$ cat config.mk
export PLATFORM = sky130hd
export DESIGN_NAME = dual_issue_front
export DESIGN_NICKNAME = d
export VERILOG_FILES = /design/src/rtl/di_pkg.sv /design/src/rtl/di_slot_dec.sv /design/src/rtl/di_pc_next.sv /design/src/rtl/dual_issue_front.sv
export SDC_FILE = /design/constraint.sdc
export NUM_CORES = 1
export LEC_CHECK = 0
export ABC_AREA = 1
export BUFFER_PORTS_ARGS = -buffer_cell sky130_fd_sc_hd__buf_4
export CAP_MARGIN = 20
export CORE_MARGIN = 10
export CORE_UTILIZATION = 59
export DETAILED_ROUTE_END_ITERATION = 7
export GPL_ROUTABILITY_DRIVEN = 0
export PLACE_DENSITY = 0.87
export SYNTH_ARGS = -nofsm -noshare
export SYNTH_HDL_FRONTEND = slang
export SYNTH_SLANG_ARGS = --single-unit
$ cat constraint.sdc
create_clock -name clk -period 3.3 [get_ports clk]
set_input_delay 0.66 -clock clk [delete_from_list [all_inputs] [get_ports clk]]
set_output_delay 0.66 -clock clk [all_outputs]
set_load 0.02 [all_outputs]
$ cat src/rtl/di_pkg.sv
package di_pkg;

    // Instruction class held in the two top bits of a word
    typedef enum logic [1:0] {
        CLS_ALU = 2'b00,
        CLS_BR  = 2'b01,
        CLS_MEM = 2'b10,
        CLS_RSV = 2'b11
    } slot_cls_e;

    localparam int unsigned CLS_W = 2;

    // Slot roles, chosen by position inside a packet
    localparam int unsigned ROLE_ALU = 0;
    localparam int unsigned ROLE_MEM = 1;

endpackage

$ cat src/rtl/di_slot_dec.sv
module di_slot_dec
    import di_pkg::*;
#(
    parameter int unsigned INSN_W = 32,
    parameter int unsigned OFF_W  = 16,
    parameter int unsigned ROLE   = 0
) (
    input  logic [INSN_W-1:0] insn_i,
    output logic              is_nop_o,
    output logic              legal_o,
    output logic              is_branch_o,
    output logic [OFF_W-1:0]  offset_o
);

    slot_cls_e cls;

    always_comb begin
        cls         = slot_cls_e'(insn_i[INSN_W-1 -: CLS_W]);
        is_nop_o    = (insn_i == '0);
        is_branch_o = !is_nop_o && (cls == CLS_BR);
        offset_o    = insn_i[OFF_W-1:0];
    end

    // Legality depends on the slot position
    generate
        if (ROLE == ROLE_ALU) begin : g_alu_role
            always_comb begin
                legal_o = is_nop_o || (cls == CLS_ALU) || (cls == CLS_BR);
            end
        end else begin : g_mem_role
            always_comb begin
                legal_o = is_nop_o || (cls == CLS_MEM);
            end
        end
    endgenerate

endmodule

$ cat src/rtl/di_pc_next.sv
module di_pc_next #(
    parameter int unsigned ADDR_W    = 32,
    parameter int unsigned OFF_W     = 16,
    parameter int unsigned PKT_BYTES = 8
) (
    input  logic [ADDR_W-1:0] pc_i,
    input  logic              br_req_i,
    input  logic [OFF_W-1:0]  offset_i,
    output logic              misalign_o,
    output logic              redirect_o,
    output logic [ADDR_W-1:0] next_pc_o
);

    localparam int unsigned ALIGN_BITS = $clog2(PKT_BYTES);

    logic [ADDR_W-1:0] target;
    logic [ADDR_W-1:0] seq_pc;

    always_comb begin
        target     = pc_i + {{(ADDR_W-OFF_W){offset_i[OFF_W-1]}}, offset_i};
        seq_pc     = pc_i + ADDR_W'(PKT_BYTES);
        misalign_o = br_req_i && (target[ALIGN_BITS-1:0] != '0);
        redirect_o = br_req_i && !misalign_o;
        next_pc_o  = redirect_o ? target : seq_pc;
    end

endmodule

$ cat src/rtl/dual_issue_front.sv
module dual_issue_front
    import di_pkg::*;
#(
    parameter int unsigned ADDR_W    = 32,
    parameter int unsigned INSN_W    = 32,
    parameter int unsigned OFF_W     = 16,
    parameter logic [31:0] RESET_VEC = 32'h0000_0100
) (
    input  logic                  clk,
    input  logic                  rst,
    output logic [ADDR_W-1:0]     fetch_addr_o,
    input  logic [2*INSN_W-1:0]   fetch_pkt_i,
    input  logic                  issue_ready_i,
    output logic                  alu_valid_o,
    output logic [INSN_W-1:0]     alu_insn_o,
    output logic [ADDR_W-1:0]     alu_pc_o,
    output logic                  mem_valid_o,
    output logic [INSN_W-1:0]     mem_insn_o,
    output logic [ADDR_W-1:0]     mem_pc_o,
    output logic                  illegal_o,
    output logic                  misalign_o
);

    localparam int unsigned SLOTS      = 2;
    localparam int unsigned SLOT_BYTES = INSN_W / 8;
    localparam int unsigned PKT_BYTES  = SLOTS * SLOT_BYTES;
    localparam int unsigned ALIGN_BITS = $clog2(PKT_BYTES);
    localparam logic [ADDR_W-1:0] ALIGN_MASK = ADDR_W'(PKT_BYTES - 1);
    localparam logic [ADDR_W-1:0] RESET_PC   = ADDR_W'(RESET_VEC) & ~ALIGN_MASK;

    typedef struct packed {
        logic [ADDR_W-1:0] pc;
        logic              alu_v;
        logic [INSN_W-1:0] alu_insn;
        logic [ADDR_W-1:0] alu_pc;
        logic              mem_v;
        logic [INSN_W-1:0] mem_insn;
        logic [ADDR_W-1:0] mem_pc;
        logic              illegal;
        logic              misalign;
    } front_st_t;

    localparam front_st_t RESET_ST = '{
        pc:       RESET_PC,
        alu_v:    1'b0,
        alu_insn: '0,
        alu_pc:   '0,
        mem_v:    1'b0,
        mem_insn: '0,
        mem_pc:   '0,
        illegal:  1'b0,
        misalign: 1'b0
    };

    front_st_t st_d, st_q;

    // Per-slot decode
    logic [INSN_W-1:0] slot_word [SLOTS];
    logic [SLOTS-1:0]  slot_nop;
    logic [SLOTS-1:0]  slot_legal;
    logic [SLOTS-1:0]  slot_branch;
    logic [OFF_W-1:0]  slot_off [SLOTS];

    generate
        for (genvar s = 0; s < SLOTS; s++) begin : g_slot
            assign slot_word[s] = fetch_pkt_i[s*INSN_W +: INSN_W];
            di_slot_dec #(
                .INSN_W (INSN_W),
                .OFF_W  (OFF_W),
                .ROLE   (s)
            ) u_dec (
                .insn_i      (slot_word[s]),
                .is_nop_o    (slot_nop[s]),
                .legal_o     (slot_legal[s]),
                .is_branch_o (slot_branch[s]),
                .offset_o    (slot_off[s])
            );
        end
    endgenerate

    logic              pkt_illegal;
    logic              br_req;
    logic              br_misalign;
    logic              br_redirect;
    logic [ADDR_W-1:0] pc_next;

    assign pkt_illegal = !(&slot_legal);
    assign br_req      = !pkt_illegal && slot_branch[ROLE_ALU];

    di_pc_next #(
        .ADDR_W    (ADDR_W),
        .OFF_W     (OFF_W),
        .PKT_BYTES (PKT_BYTES)
    ) u_pc_next (
        .pc_i       (st_q.pc),
        .br_req_i   (br_req),
        .offset_i   (slot_off[ROLE_ALU]),
        .misalign_o (br_misalign),
        .redirect_o (br_redirect),
        .next_pc_o  (pc_next)
    );

    // Next-state computation
    always_comb begin
        logic issue_ok;
        st_d     = st_q;
        issue_ok = !pkt_illegal && !br_misalign;
        if (issue_ready_i) begin
            st_d.pc       = pc_next;
            st_d.alu_insn = slot_word[ROLE_ALU];
            st_d.mem_insn = slot_word[ROLE_MEM];
            st_d.alu_pc   = st_q.pc;
            st_d.mem_pc   = st_q.pc + ADDR_W'(SLOT_BYTES);
            st_d.alu_v    = issue_ok && !slot_nop[ROLE_ALU];
            st_d.mem_v    = issue_ok && !slot_nop[ROLE_MEM];
            st_d.illegal  = pkt_illegal;
            st_d.misalign = br_misalign;
        end
    end

    always_ff @(posedge clk) begin
        if (rst) begin
            st_q <= RESET_ST;
        end else begin
            st_q <= st_d;
        end
    end

    assign fetch_addr_o = st_q.pc;
    assign alu_valid_o  = st_q.alu_v;
    assign alu_insn_o   = st_q.alu_insn;
    assign alu_pc_o     = st_q.alu_pc;
    assign mem_valid_o  = st_q.mem_v;
    assign mem_insn_o   = st_q.mem_insn;
    assign mem_pc_o     = st_q.mem_pc;
    assign illegal_o    = st_q.illegal;
    assign misalign_o   = st_q.misalign;

    // Assertions

    p_reset_idle_r1: assert property (@(posedge clk) disable iff (rst)
        $past(rst) |-> (!alu_valid_o && !mem_valid_o && !illegal_o && !misalign_o
                        && fetch_addr_o == RESET_PC));

    p_lane_pc_pair_r2: assert property (@(posedge clk) disable iff (rst)
        (alu_valid_o || mem_valid_o) |-> (mem_pc_o == alu_pc_o + ADDR_W'(SLOT_BYTES)));

    p_seq_step_r3: assert property (@(posedge clk) disable iff (rst)
        (issue_ready_i && !br_redirect) |=> (fetch_addr_o == $past(fetch_addr_o) + ADDR_W'(PKT_BYTES)));

    p_nop_idle_alu_r5: assert property (@(posedge clk) disable iff (rst)
        alu_valid_o |-> (alu_insn_o != '0));

    p_nop_idle_mem_r5: assert property (@(posedge clk) disable iff (rst)
        mem_valid_o |-> (mem_insn_o != '0));

    p_illegal_blocks_r6: assert property (@(posedge clk) disable iff (rst)
        illegal_o |-> (!alu_valid_o && !mem_valid_o));

    p_misalign_blocks_r8: assert property (@(posedge clk) disable iff (rst)
        misalign_o |-> (!alu_valid_o && !mem_valid_o && !illegal_o));

    p_stall_hold_r9: assert property (@(posedge clk) disable iff (rst)
        !issue_ready_i |=> ($stable(fetch_addr_o) && $stable(alu_valid_o) && $stable(mem_valid_o)
                            && $stable(alu_insn_o) && $stable(mem_insn_o)
                            && $stable(illegal_o) && $stable(misalign_o)));

    p_fetch_aligned_r10: assert property (@(posedge clk) disable iff (rst)
        fetch_addr_o[ALIGN_BITS-1:0] == '0);

endmodule

==> results.txt <==
- Cell chain of the critical path: ha_1, fa_1, nor2_1, nor2_1, nand2_1, inv_1, nand3_4, clkinv_2, nand2_1, nand3_1, nand2_1, inv_1
* Total clock buffers created by CTS: 17
- At the worst endpoint, the arrival time is 2690 ps.
- In this design, the stage delay of the slowest critical-path cell is 460 ps.
- In this run the cell area of the synthesized design comes to 9742 µm².
- Worst-case vdd ir drop: 0.0004952 V
- Across every metal layer, demand over resource in global routing totals 0.3027.
* Remaining antenna violation count after routing: 0
* Post-CTS sizing: 0
- Setup Viol. Count Final: 0
* Global-route wire length before repair: 54470 µm
- Synthesis produced 1575 cells.
- Total of hold buffers inserted after clock tree synthesis: 0
* Critical-path maximum fanout: 26
* Post-DP HPWL: 26720 µm
- In this run the horizontal extent of the chip is 148.5 µm.
- Total of max-cap violations: 0
- Total iterations of the first detailed-routing run: 5
- The routed layout has 11230 vias.
- The net count of the finished layout is 1879.
* Max Slew Vio Count: 0
- In the final timing run, aggregate negative setup slack is 0 ps.
* Placement Rows: 46
* Slew at the pin closest to its max-slew limit: 727.5 ps
- Std-Cell Core Area: 16060 µm²
- Dominant delay contributor by cell family on the critical path: simple AND/OR/NAND/NOR gates
* Count of clock tree sinks: 162
* Clock tree root driver cell: clkbuf_16
* Yosys warns: 0
- Antenna cell count: 0
- In this run the static leakage power is 6.255 nW.
- Launch point of the worst reg-to-reg path: fetch_addr_o[0]
- By startpoint and endpoint, the worst setup path is classified as flip-flop to flip-flop.
- Total of flip-flops plus latches after synthesis: 162
* Cell with the largest stage delay on the worst path: fa_1
* Layout overhead on the synthesized area: 24.88%
- In this run, the number of DRC markers left after iteration 0 of detailed routing was 1252.
- The flow ran to the end, and the final reports show no timing, DRC or antenna violations.
* Critical path buffer and inverter count: 3
* H-tree lvl count: 4
- Start point of the worst min-delay path: alu_pc_o[26]
- Clock tree from TritonCTS: built
- Entering global routing, the biggest net connects 54 pins.
- 231 I/O pins were placed.
- STA classifies the critical path endpoint as a flip-flop.
- The die covers 22050 µm².
- Based on the critical path, the design can be clocked at up to 423.6 MHz.
- In the routed design, unresolved DRC markers number 0.
- Starting Density: 0.6067
* Maximum clock insertion buffer count: 2
* Worst hold slack after final layout: 461.7 ps
* Die Y: 148.5 µm
- Power Dens Cells: 438.3 nW/µm²
- The netlist uses 41 different library cells.
- Count of buffers inserted at the top-level ports: 230
- Worst Path Required: 3630 ps
* WL/cell: 17.40 µm
- Synthesized area per cell: 6.185 µm²
* Reg clk slew, reported paths: 70 ps
* Via count of the first global-routing pass: 10770
- Setup repair after global routing left no endpoint under its margin.
* Total length of routed wires: 34920 µm
* Latest clock arrival within the worst-skew pair: 430 ps
* Net Count, Synth: 1676
- The worst pin sits at a relative slew slack of 0.5132.
* Class of the tightest hold or removal check: flip-flop to flip-flop
- The most critical setup path has its startpoint at fetch_addr_o[0].
- Antenna violations before repair: 0
- DR vias/cell: 5.595
- Final clock period utilization by the worst path: 0.7154
* Sequential fraction of the synthesis area: 0.3329
- Startpoint kind of the worst setup timing path: flip-flop
- The most numerous cell type found on the critical path is nand2_1.
- After global routing the overflow that remains totals 0.
* Postcts setup bufs: 0
- The final hold violation count is 0.
* Worst clock skew: 13.93 ps
- In the final layout, the share of cells above drive strength 1 is 0.1608.
- The worst path in the final design needs a cycle of 2361 ps, including I/O delays and setup.
## cell type report
type	count	area, µm²
Tap cell	216	270.3
Inverter	228	858.3
Timing Repair Buffer	242	1829
Multi-Input combinational cell	1127	5388
Clock inverter	12	120.1
Clock buffer	20	456.7
Fill cell	1297	3892
Sequential cell	162	3243
## final timing paths
| check | endpoint | slack, ps | depth (start not counted) |
|---|---|---|---|
| setup / recovery | fetch_addr_o[11] | 940 | 12 |
| hold / removal | alu_pc_o[26] | 460 | 2 |
| setup reg to reg | fetch_addr_o[11] | 940 | 12 |
| hold reg to reg | alu_pc_o[26] | 460 | 2 |
## Yosys cell counts (all sizes together)
| master | number | area (µm²) |
|---|---|---|
| nand3b | 4 | 30.03 |
| clkinv | 2 | 8.750 |
| nor4 | 5 | 37.53 |
| xnor2 | 4 | 35.03 |
| and3 | 1 | 6.260 |
| xor2 | 29 | 254.0 |
| a21o | 1 | 7.510 |
| buf | 21 | 115.1 |
| nand3 | 104 | 538.0 |
| nor2 | 232 | 885.9 |
| inv | 226 | 848.3 |
| nand2 | 415 | 1558 |
| a211oi | 7 | 52.55 |
| a311oi | 1 | 8.760 |
| fa | 1 | 20.02 |
| a31oi | 4 | 25.02 |
| ha | 33 | 412.9 |
| clkbuf | 37 | 138.9 |
| o21bai | 1 | 7.510 |
| nor3 | 19 | 110.1 |
| o31ai | 1 | 7.510 |
| and2 | 5 | 31.28 |
| a21boi | 1 | 7.510 |
| nor3b | 1 | 12.51 |
| o211ai | 3 | 22.52 |
| a32oi | 1 | 8.760 |
| o21ai | 123 | 626.9 |
| a21oi | 110 | 550.5 |
| dfxtp | 162 | 3243 |
| nand4 | 21 | 131.4 |
## worst min-delay path: cells and delay by family (launching register included)
kind | cells | cell delay, ps
AND/OR/NAND/NOR | 1 | 60
AO/OA/AOI/OAI | 1 | 50
flip-flops | 1 | 310
## flip-flops by register name, summed over array words and instances, names as in the netlist
name and cells:
alu_valid_o 1, fetch_addr_o 32, illegal_o 1, alu_pc_o 32, mem_valid_o 1, alu_insn_o 32
mem_pc_o 30, misalign_o 1, mem_insn_o 32
## where the power goes
part	leakage (nW)	switching [mW]	internal (mW)
registers	1.34	0.123	2.07
logic	4.64	0.744	0.426
clock network	0.278	0.870	1.10
total	6.25	1.74	3.60
## cell families (layout without fill, tap and decap cells)
logic type,after synthesis,count (layout),share of synthesized area
fa+ha+maj,34,34,0.04444
compound gates,253,253,0.1360
flops,162,162,0.3329
simple gates,807,807,0.3429
buf+inv,286,502,0.1140
xor+xnor,33,33,0.02967
## per-stage QoR
stage                     utilization  cell area, µm²  cells  setup WS [ps]  power, mW
final                          0.7576           12170   2007          939.1      5.332
after global routing           0.7576           12170   2007          736.9      5.521
after CTS                      0.7576           12170   2007          953.5      5.312
after detailed placement       0.7217           11590   1975          626.3      3.380
after global placement         0.7217           11590   1975          712.9      3.356
after floorplan                     -            9742   1575           1033      2.895
## cells in the final DEF (no fill, tap or decap), types with 5 or more instances in the layout
master | Yosys | routed
and2_1 | 5 | 5
inv_1 | 226 | 224
o21ai_0 | 122 | 122
nor3_1 | 16 | 16
ha_1 | 33 | 33
a21oi_1 | 110 | 110
nor2_1 | 228 | 228
nand3_1 | 102 | 102
a211oi_1 | 7 | 7
buf_4 | 3 | 241
nand4_1 | 21 | 21
xor2_1 | 29 | 29
clkbuf_16 | 0 | 17
dfxtp_1 | 162 | 162
nand2_1 | 415 | 415
## per-layer routing
metal  track usage  part of all wire
met5             0                 0
met2        0.4969              0.46
met4        0.1655             0.054
met3       0.09587              0.12
met1        0.3425              0.37
Power figures use the tool's default switching activity.
